[config.mk]
export PLATFORM = sky130hd
export DESIGN_NAME = pdc_drive_seq
export DESIGN_NICKNAME = d
export VERILOG_FILES = /design/src/rtl/pdc_pkg.sv /design/src/rtl/pdc_step_div.sv /design/src/rtl/pdc_unit_ctr.sv /design/src/rtl/pdc_drive_seq.sv
export SDC_FILE = /design/constraint.sdc
export NUM_CORES = 1
export LEC_CHECK = 0
export ABC_AREA = 1
export BUFFER_PORTS_ARGS = -buffer_cell sky130_fd_sc_hd__buf_4
export CAP_MARGIN = 10
export CORE_ASPECT_RATIO = 1.75
export CORE_MARGIN = 5
export CORE_UTILIZATION = 40
export CTS_BUF_LIST = sky130_fd_sc_hd__clkbuf_2
export CTS_CLUSTER_SIZE = 10
export DETAILED_ROUTE_END_ITERATION = 7
export PLACE_DENSITY = 0.66
export SLEW_MARGIN = 20
export SYNTH_ARGS = -nofsm -noshare
export SYNTH_HDL_FRONTEND = slang
export SYNTH_SLANG_ARGS = --single-unit
[constraint.sdc]
create_clock -name clk -period 3.05 [get_ports clk]
set_input_delay 0.4575 -clock clk [delete_from_list [all_inputs] [get_ports clk]]
set_output_delay 0.4575 -clock clk [all_outputs]
set_load 0.01 [all_outputs]
[src/rtl/pdc_pkg.sv]
package pdc_pkg;

    localparam int STEP_W       = 8;
    localparam int CNT_W        = 7;
    localparam int HOME_W       = 4;
    localparam int SWING_W      = 2;
    localparam int UNIT_CAP     = 512;
    localparam int UNIT_W       = $clog2(UNIT_CAP + 1);
    localparam int HOME_QUANTUM = 16;
    localparam int REST_UNITS   = 4;

    typedef logic [UNIT_W-1:0] units_t;

    typedef enum logic [2:0] {
        ST_IDLE,
        ST_HOME_MOVE,
        ST_HOME_WAIT,
        ST_HOME_BACK,
        ST_DRIVE
    } seq_state_t;

    // Control word issued by the sequencer to the unit counter
    typedef struct packed {
        logic   clr;
        logic   load;
        units_t load_val;
        logic   add;
    } unit_cmd_t;

    function automatic units_t home_units(input logic [HOME_W-1:0] code);
        return units_t'(HOME_QUANTUM) * (units_t'(code) + units_t'(1));
    endfunction

    function automatic units_t swing_units(input logic [SWING_W-1:0] code);
        units_t r;
        case (code)
            2'd0:    r = units_t'(2);
            2'd1:    r = units_t'(1);
            2'd2:    r = units_t'(3);
            default: r = units_t'(4);
        endcase
        return r;
    endfunction

endpackage

[src/rtl/pdc_step_div.sv]
module pdc_step_div #(
    parameter int W = 8
) (
    input  logic         clk,
    input  logic         rst,
    input  logic         clr,
    input  logic         active,
    input  logic         strobe,
    input  logic [W-1:0] limit,
    output logic         tick
);
    logic [W-1:0] cnt;

    assign tick = active && strobe && (cnt == limit);

    always_ff @(posedge clk) begin
        if (rst || clr) begin
            cnt <= '0;
        end else if (active && strobe) begin
            cnt <= tick ? '0 : cnt + W'(1);
        end
    end
endmodule

[src/rtl/pdc_unit_ctr.sv]
module pdc_unit_ctr #(
    parameter int W   = 10,
    parameter int CAP = 512
) (
    input  logic         clk,
    input  logic         rst,
    input  logic         clr,
    input  logic         load,
    input  logic [W-1:0] load_val,
    input  logic         dec,
    input  logic         add,
    input  logic [W-1:0] add_val,
    output logic [W-1:0] count,
    output logic         last
);
    logic [W:0] sum;
    logic [W:0] sat;

    always_comb begin
        sum = {1'b0, count} - {{W{1'b0}}, dec} + (add ? {1'b0, add_val} : '0);
        sat = (sum > (W+1)'(CAP)) ? (W+1)'(CAP) : sum;
    end

    assign last = (count == W'(1));

    always_ff @(posedge clk) begin
        if (rst || clr) begin
            count <= '0;
        end else if (load) begin
            count <= load_val;
        end else if (dec || add) begin
            count <= sat[W-1:0];
        end
    end
endmodule

[src/rtl/pdc_drive_seq.sv]
module pdc_drive_seq
    import pdc_pkg::*;
#(
    parameter int STEP_BITS = STEP_W,
    parameter int CNT_BITS  = CNT_W
) (
    input  logic                 clk,
    input  logic                 rst,
    input  logic                 en,
    input  logic                 init_skip,
    input  logic                 dir_sel,
    input  logic [STEP_BITS-1:0] step_code,
    input  logic [HOME_W-1:0]    home_code,
    input  logic [SWING_W-1:0]   swing_code,
    input  logic                 cnt_wr,
    input  logic [CNT_BITS-1:0]  cnt_data,
    input  logic                 period_done,
    output logic                 dir_out,
    output logic                 run_req,
    output logic                 busy
);
    seq_state_t state, state_nxt;
    unit_cmd_t  cmd;
    logic       en_q, dir_q, home_dir;
    logic       step_clr, tick, last;
    logic       home_start, dir_chg, active;
    units_t     unit_count;

    assign home_start = en && !en_q && !init_skip;
    assign dir_chg    = dir_sel ^ dir_q;
    assign active     = (state != ST_IDLE);

    pdc_step_div #(.W(STEP_BITS)) u_step (
        .clk(clk), .rst(rst), .clr(step_clr), .active(active),
        .strobe(period_done), .limit(step_code), .tick(tick)
    );

    pdc_unit_ctr #(.W(UNIT_W), .CAP(UNIT_CAP)) u_units (
        .clk(clk), .rst(rst), .clr(cmd.clr), .load(cmd.load),
        .load_val(cmd.load_val), .dec(tick), .add(cmd.add),
        .add_val(units_t'(cnt_data)), .count(unit_count), .last(last)
    );

    always_comb begin
        state_nxt = state;
        cmd       = '0;
        step_clr  = 1'b0;
        if (!en) begin
            state_nxt = ST_IDLE;
            cmd.clr   = 1'b1;
            step_clr  = 1'b1;
        end else if (home_start) begin
            state_nxt    = ST_HOME_MOVE;
            cmd.load     = 1'b1;
            cmd.load_val = home_units(home_code);
            step_clr     = 1'b1;
        end else begin
            case (state)
                ST_HOME_MOVE: if (tick && last) begin
                    state_nxt    = ST_HOME_WAIT;
                    cmd.load     = 1'b1;
                    cmd.load_val = units_t'(REST_UNITS);
                end
                ST_HOME_WAIT: if (tick && last) begin
                    state_nxt    = ST_HOME_BACK;
                    cmd.load     = 1'b1;
                    cmd.load_val = swing_units(swing_code);
                end
                ST_HOME_BACK: if (tick && last) begin
                    state_nxt = ST_IDLE;
                end
                default: begin
                    if (cnt_wr) begin
                        if (cnt_data == '0) begin
                            state_nxt = ST_IDLE;
                            cmd.clr   = 1'b1;
                            step_clr  = 1'b1;
                        end else if (dir_chg || state == ST_IDLE) begin
                            state_nxt    = ST_DRIVE;
                            cmd.load     = 1'b1;
                            cmd.load_val = units_t'(cnt_data);
                            step_clr     = 1'b1;
                        end else begin
                            cmd.add = 1'b1;
                        end
                    end else if (dir_chg) begin
                        state_nxt = ST_IDLE;
                        cmd.clr   = 1'b1;
                        step_clr  = 1'b1;
                    end else if (state == ST_DRIVE && tick && last) begin
                        state_nxt = ST_IDLE;
                    end
                end
            endcase
        end
    end

    always_ff @(posedge clk) begin
        if (rst) begin
            state    <= ST_IDLE;
            en_q     <= 1'b0;
            dir_q    <= 1'b0;
            home_dir <= 1'b0;
        end else begin
            state <= state_nxt;
            en_q  <= en;
            dir_q <= dir_sel;
            if (home_start) home_dir <= dir_sel;
        end
    end

    always_comb begin
        case (state)
            ST_HOME_MOVE, ST_HOME_WAIT: dir_out = home_dir;
            ST_HOME_BACK:               dir_out = ~home_dir;
            default:                    dir_out = dir_sel;
        endcase
    end

    assign run_req = (state == ST_HOME_MOVE) || (state == ST_HOME_BACK) || (state == ST_DRIVE);
    assign busy    = active;
endmodule

After elaboration in Yosys (flattened, before gate mapping)

Cells that the tools add are included.

Equal/unequal tests: 16
Multipliers: 0
$lt $le $gt $ge: 1
Bitwise gates (word level): 3
Shift-type cells: 0
Add/sub/neg operators: 4
Reductions and logical operators: 28
Multiplexer cells: 40
Divide/modulo/power cells: 0

Operator list:

| kind                                                                               | number |
|---|---|
| 11-bit 2-to-1 mux                                                                  | 4 |
| 12-bit 2-to-1 mux                                                                  | 3 |
| 11-bit one-hot mux with 3 select lines                                             | 1 |
| 10-bit 2-to-1 mux                                                                  | 3 |
| 3-bit 2-to-1 mux                                                                   | 8 |
| 3-bit one-hot mux with 3 select lines                                              | 2 |
| 1-bit 2-to-1 mux                                                                   | 16 |
| 11-bit by 7-bit adder with 11-bit output                                           | 1 |
| 11-bit by 10-bit greater-than comparator with 1-bit output (second input constant) | 1 |
| 10-bit by 1-bit subtractor with 11-bit output                                      | 1 |
| 10-bit by 1-bit equality test with 1-bit output (second input constant)            | 1 |
| 5-bit AND reduction                                                                | 2 |
| 3-bit inequality test (second input constant)                                      | 3 |
| 8-bit by 1-bit adder with 8-bit output (second input constant)                     | 1 |
| 8-bit equality test                                                                | 1 |
| 8-bit 2-to-1 mux                                                                   | 1 |
| 1-bit logical AND                                                                  | 7 |
| 7-bit logical NOT                                                                  | 1 |
| 7-bit 2-to-1 mux                                                                   | 1 |
| 7-bit by 1-bit inequality test with 1-bit output (second input constant)           | 1 |
| 7-bit nonzero test                                                                 | 1 |
| 3-bit by 2-bit equality test with 1-bit output (second input constant)             | 2 |
| 1-bit logical OR                                                                   | 6 |
| 2-bit inequality test (second input constant)                                      | 3 |
| other kinds (17)                                                                   | 21 |

Input port bits: 28
Memories: 0
Bits in read-only memories: 0
Flip-flop bits (word level): 24
Output and inout port bits: 3
Word-level logic and storage cells: 99
Latch bits: 0
RAM bits: 0

Longest topological paths before layout

Word-level depth: 14
Depth in mapped cells: 24
Gate-level depth less buffers: 24

Hierarchy

Synthesis repeated with hierarchy kept, for this count alone.

Cell total of the unflattened synthesis: 463
Area total of the unflattened synthesis: 2,772.7 um^2

By module, submodules not included:

| module        | area an instance (um^2) | seq. area each (um^2) | cells each | instances |
|---|---|---|---|---|
| pdc_unit_ctr  | 1,421.4                 | 200.2                 | 244        | 1 |
| pdc_drive_seq | 752.0                   | 120.1                 | 126        | 1 |
| pdc_step_div  | 599.3                   | 160.2                 | 93         | 1 |

Least setup slack after synthesis

Ideal clock, no wire load.

Kind: input port to flip-flop
From: input dir_sel
To: register u_units.count[0]
Buffers on the path: 0
Data required time: 2.984 ns
Slack: 0.009 ns
Arrival time: 2.974 ns
Setup time: 0.066 ns
Stages: 19
Cell sequence: xnor2_1 -> nand2_2 -> nor2_4 -> nand2_4 -> nor2_4 -> nand2_1 -> ha_1 -> inv_1 -> ha_1 -> or2_2 -> nand3_1 -> nand3b_1 -> nand2_1 -> nand2_1 -> nor2_1 -> nand3_1 -> nand2_1 -> nand2_1 -> a21oi_2

Cells in the longest elaborated chain, start to end: 14
Elaborated cells on any way between the ends: 25
Those cells by class: add/sub: 1; order compare: 1; mux: 18; bitwise: 1; reduce/logical: 4

Ends and longest elaborated chain:

| what                                                       | RTL line            | RTL |
|---|---|---|
| from (decl)                                                | pdc_drive_seq.sv:11 | `input logic dir_sel,` |
| 1-bit XOR (*)                                              | pdc_drive_seq.sv:30 | `assign dir_chg = dir_sel ^ dir_q;` |
| 1-bit logical OR                                           | pdc_drive_seq.sv:78 | `end else if (dir_chg \|\| state == ST_IDLE) begin` |
| 1-bit 2-to-1 mux                                           | pdc_drive_seq.sv:78 |  |
| 12-bit 2-to-1 mux                                          | pdc_drive_seq.sv:74 | `if (cnt_data == '0) begin` |
| 12-bit 2-to-1 mux                                          | pdc_drive_seq.sv:73 | `if (cnt_wr) begin` |
| 1-bit 2-to-1 mux                                           | pdc_drive_seq.sv:58 | `case (state)` |
| 1-bit 2-to-1 mux                                           | pdc_drive_seq.sv:52 | `end else if (home_start) begin` |
| 12-bit 2-to-1 mux                                          | pdc_drive_seq.sv:48 | `if (!en) begin` |
| 7-bit 2-to-1 mux                                           | pdc_unit_ctr.sv:20  | `sum = {1'b0, count} - {{W{1'b0}}, dec} + (add ? {1'b0, add_val} : '0);` |
| 11-bit by 7-bit adder with 11-bit output                   | pdc_unit_ctr.sv:20  |  |
| 11-bit by 10-bit greater-than comparator with 1-bit output | pdc_unit_ctr.sv:21  | `sat = (sum > (W+1)'(CAP)) ? (W+1)'(CAP) : sum;` |
| 10-bit 2-to-1 mux                                          | pdc_unit_ctr.sv:21  |  |
| 10-bit 2-to-1 mux                                          | pdc_unit_ctr.sv:31  | `end else if (dec \|\| add) begin` |
| 10-bit 2-to-1 mux                                          | pdc_unit_ctr.sv:29  | `end else if (load) begin` |
| to (signal assigned)                                       | pdc_unit_ctr.sv:30  | `count <= load_val;` |
| to (signal assigned)                                       | pdc_unit_ctr.sv:32  | `count <= sat[W-1:0];` |
| to (decl)                                                  | pdc_unit_ctr.sv:13  | `output logic [W-1:0] count,` |

Every way passes the cells marked *; elsewhere a longest branch is shown, timed or not. The select of a mux whose other input is x is not followed.
A chain may end at the register's enable or synchronous reset.

Worst setup path after layout

From: register state[0]
To: register u_units.count[4]

Cells in the longest elaborated chain, start to end: 14
Elaborated cells on any way between the ends: 34
Those cells by class: add/sub: 2; order compare: 1; eq/ne: 3; mux: 18; reduce/logical: 10

Ends and longest elaborated chain:

| what                                                       | RTL line             | RTL |
|---|---|---|
| from (decl)                                                | pdc_drive_seq.sv:22  | `seq_state_t state, state_nxt;` |
| from (signal assigned)                                     | pdc_drive_seq.sv:105 | `state <= state_nxt;` |
| 3-bit logical NOT                                          | pdc_drive_seq.sv:78  |  |
| 1-bit logical OR                                           | pdc_drive_seq.sv:78  |  |
| 1-bit 2-to-1 mux                                           | pdc_drive_seq.sv:78  |  |
| 12-bit 2-to-1 mux                                          | pdc_drive_seq.sv:74  |  |
| 12-bit 2-to-1 mux                                          | pdc_drive_seq.sv:73  |  |
| 1-bit 2-to-1 mux                                           | pdc_drive_seq.sv:58  |  |
| 1-bit 2-to-1 mux                                           | pdc_drive_seq.sv:52  |  |
| 12-bit 2-to-1 mux                                          | pdc_drive_seq.sv:48  |  |
| 7-bit 2-to-1 mux                                           | pdc_unit_ctr.sv:20   |  |
| 11-bit by 7-bit adder with 11-bit output                   | pdc_unit_ctr.sv:20   |  |
| 11-bit by 10-bit greater-than comparator with 1-bit output | pdc_unit_ctr.sv:21   |  |
| 10-bit 2-to-1 mux                                          | pdc_unit_ctr.sv:21   |  |
| 10-bit 2-to-1 mux                                          | pdc_unit_ctr.sv:31   |  |
| 10-bit 2-to-1 mux                                          | pdc_unit_ctr.sv:29   |  |

Parallel ways exist; a longest one is shown, timed or not. The select of a mux whose other input is x is not followed.

==> summary.txt <==
Final layout
  – Syn-to-layout area delta: 41.3%
  – Sequential Area: 484 µm²
  – Ant diodes: 0
  – Layout cells sized above 1: 0.378
  – Layout net count: 580
  – Final Non-Filler Cells: 608
  – Area of the multi-input gates: ~0.0022 mm²
  – Fill count: between 600 and 700

Clock network
  – CTS Buf Count: 3
  – Post-CTS Hold Buffers: 0
  – Clock sink count: 24
  – CTS root buf: clkbuf_2
  – CTS H-tree lvls: 1
  – Reg clk slew, reported paths: around 0.22 ns
  – CTS tree: yes
  – Clk_lat worst skew: 0.38 ns
  – CTS Buffer Depth: 2

Yosys
  – Cell variety after synth: 39
  – Synthesized flop and latch total: 24
  – Post-Syn Nets: roughly 490
  – Largest area contributor in the netlist: nand2_1
  – Ys Warns: 0
  – Mapped Cells: 440
  – Post-Syn Area per Cell: roughly 6 µm²
  – Share of the synthesized area in the top cell type: 0.181
  – Synthesized area: approximately 0.0027 mm²
  – Synth top area cells: nand2_1 (18%), dfxtp_1 (18%), ha_1 (11%), inv_1 (10%), nor2_1 (7.6%)
  – Post-synthesis sequential area ratio: 0.179

Placement
  – Placed cells: between 500 and 600
  – Number of port buffers: 30
  – GPL Wtd Cong: 0.886
  – Hpwl dp: approximately 6000 µm

Critical path
  – Worst-path cell chain: nor2_4 > inv_2 > nand2_2 > nand2_4 > nor2_4 > nand2_4 > nor2_4 > buf_12 > nand2_4 > ha_4 > inv_4 > fa_2 > inv_2 > nand2_2 > nor2_2 > nand3_1 > nor2_2 > nand2_1 > nor2_1 > nand3_1 > nand2_4 > nand2_2 > a21oi_2
  – Largest stage delay, worst path: approximately 0.45 ns
  – Critical path's slowest cell: fa_2
  – Critical Path Start Type: flip-flop
  – Critical Path Sink Type: flip-flop
  – Worst EP required: approximately 3.4 ns
  – Most frequent CP cell: nand2_4
  – Crit path DAT: ~3.5 ns
  – CP delay by family, top: simple AND/OR/NAND/NOR gates
  – WP buf/inv: 4
  – CP Max Fanout: 8
  – CP Class: flip-flop to flip-flop

Power
  – Pwr/cell area: approximately 360 mW/mm²
  – Leak pwr: a little under 2 nW
  – Maximum vdd drop: about 270 µV

Floorplan
  – Die width: ~70 µm
  – DIE HEIGHT: ~120 µm
  – I/O pin total: 31
  – Area of the core: 0.00654 mm²
  – Die area: ~0.0085 mm²
  – Std-Cell Rows: 39
  – Initial core utilization: 0.409

STA
  – Slew margin rel.: 0.577
  – Final worst setup slack: -0.0830 ns
  – Clk_skew: ~0.0076 ns
  – RSZ-0062 raised after global routing: true
  – Final hold vios: 0
  – Final period util: 1.03
  – Actual slew at the worst max-slew pin: between 0.6 and 0.7 ns
  – Fin crit period: roughly 3.1 ns
  – Final Setup Violations: 8
  – Fin Setup TNS: -0.485 ns
  – Final Max Tran Viols: 0
  – Max Clock Freq: ~320 MHz

Route
  – Starting DRT DRC Count: 84
  – Final wirelength: roughly 7700 µm
  – Initial DRT Pass Iterations: 4
  – Wire per inst: 12.7 µm
  – Post-route ant nets: 0
  – Residual DRC: 0
  – Via count: approximately 3,000
  – Via-per-instance ratio: 4.94

Global routing
  – First-pass GRT wire length: roughly 13,000 µm
  – Number of global-route vias before repair: 3,060
  – Initial antenna violation count: 0
  – Total gr overflow: 0
  – Total GRT Usage: 0.183
  – Largest net degree at the start of global routing: 21

Hold path
  – HP Class: primary input to flip-flop

Flow run
  – Max cap viols: 0

Run status
  – Outcome: finished, violations left
  – Failing checks: setup timing
## cells in the mapped netlist
library cell and n:
a211oi_1 4, a21o_1 1, a21oi_1 11, a21oi_2 9, and2_1 1, buf_2 1, buf_6 2, dfxtp_1 24
fa_1 1, ha_1 23, inv_1 72, inv_2 5, inv_4 1, inv_6 1, nand2_1 129, nand2_2 5
nand2_4 3, nand3_1 29, nand3_2 2, nand3_4 1, nand3b_1 2, nand4_1 4, nand4_2 1, nor2_1 54
nor2_2 2, nor2_4 5, nor2_8 1, nor3_1 7, nor3_4 1, nor3b_1 3, nor4_1 1, o21ai_0 8
o21ai_1 10, o21ai_2 1, o21bai_1 1, o311ai_0 1, or2_2 2, xnor2_1 2, xor2_1 9
## placed cells by master, fill, tap and decap left out, drive strengths merged
cell / netlist / routed
nand2: 137 / 137
buf: 3 / 86
inv: 79 / 79
nor2: 62 / 62
nand3: 32 / 32
dfxtp: 24 / 24
ha: 23 / 23
a21oi: 20 / 20
o21ai: 19 / 19
xor2: 9 / 9
nor3: 8 / 8
nand4: 5 / 5
a211oi: 4 / 4
clkbuf: 0 / 3
nor3b: 3 / 3
or2: 2 / 2
nand3b: 2 / 2
xnor2: 2 / 2
o311ai: 1 / 1
a21o: 1 / 1
o21bai: 1 / 1
and2: 1 / 1
nor4: 1 / 1
fa: 1 / 1
## timing repair
| action | 4_1_cts | 5_1_grt |
|---|---|---|
| pin swaps | 31 | 31 |
| gates resized for setup | 62 | 25 |
| setup buffers | 7 | 2 |
| setup endpoints to repair | 10 | 10 |
| gates cloned | 0 | 0 |
## path summary, 6_finish.rpt
kind	depth (start not counted)	slack, ns	to	start
worst max-delay path	23	-0.08	u_units.count[4]	state[0]
worst min-delay path	2	0.25	dir_q	rst
worst max register to register	23	-0.08	u_units.count[4]	state[0]
worst min register to register	2	0.50	home_dir	home_dir
## cell type report
cell class              count  area share
clock buffers               3     0.00397
flip-flops and latches     24       0.128
repair buffers             86       0.176
well taps                  82      0.0271
inverters                  79      0.0810
multi-input cells         334       0.584
## cell families (layout without fill, tap and decap cells)
| logic type | after synthesis | count (layout) | synth area share |
|---|---|---|---|
| AOI/OAI and AO/OA | 46 | 46 | 0.107 |
| xor gates and xnor gates | 11 | 11 | 0.0360 |
| adders and majority gates | 24 | 24 | 0.115 |
| buffers and inverters | 82 | 168 | 0.124 |
| DFF | 24 | 24 | 0.179 |
| and+or+nand+nor | 253 | 253 | 0.439 |
## where the power goes
| group | switching [W] | leakage (nW) | internal [W] |
|---|---|---|---|
| clock | 0.000105 | 0.0125 | 0.0000267 |
| sequential | 0.00000880 | 0.196 | 0.000327 |
| combinational | 0.000515 | 1.74 | 0.000393 |
| total | 0.000628 | 1.95 | 0.000747 |
## sequential cells by signal (all words and copies together), names as in the netlist
register,flops
state,3
u_units.count,10
u_step.cnt,8
home_dir,1
en_q,1
dir_q,1
## per-stage QoR
step	instance area (µm²)	worst slack, ns	power, W	hold WS (ns)	util
2_1_floorplan	2680	0.00950	0.000779	0.448	-
3_3_place_gp	3340	-0.460	0.00105	0.473	0.511
3_5_place_dp	3340	-0.485	0.00105	0.474	0.511
4_1_cts	3680	-0.0352	0.00131	0.228	0.562
5_1_grt	3780	-0.225	0.00148	0.231	0.578
6_report	3780	-0.0830	0.00138	0.250	0.578
## per-layer routing
metal | part of all wire | vias to the layer above | track usage
li1 | - | 1547 | -
met4 | 0.046 | 0 | 0.108
met5 | 0 | - | 0
met3 | 0.016 | 24 | 0.0136
met1 | 0.36 | 1385 | 0.173
met2 | 0.58 | 49 | 0.362
Power figures use the tool's default switching activity.
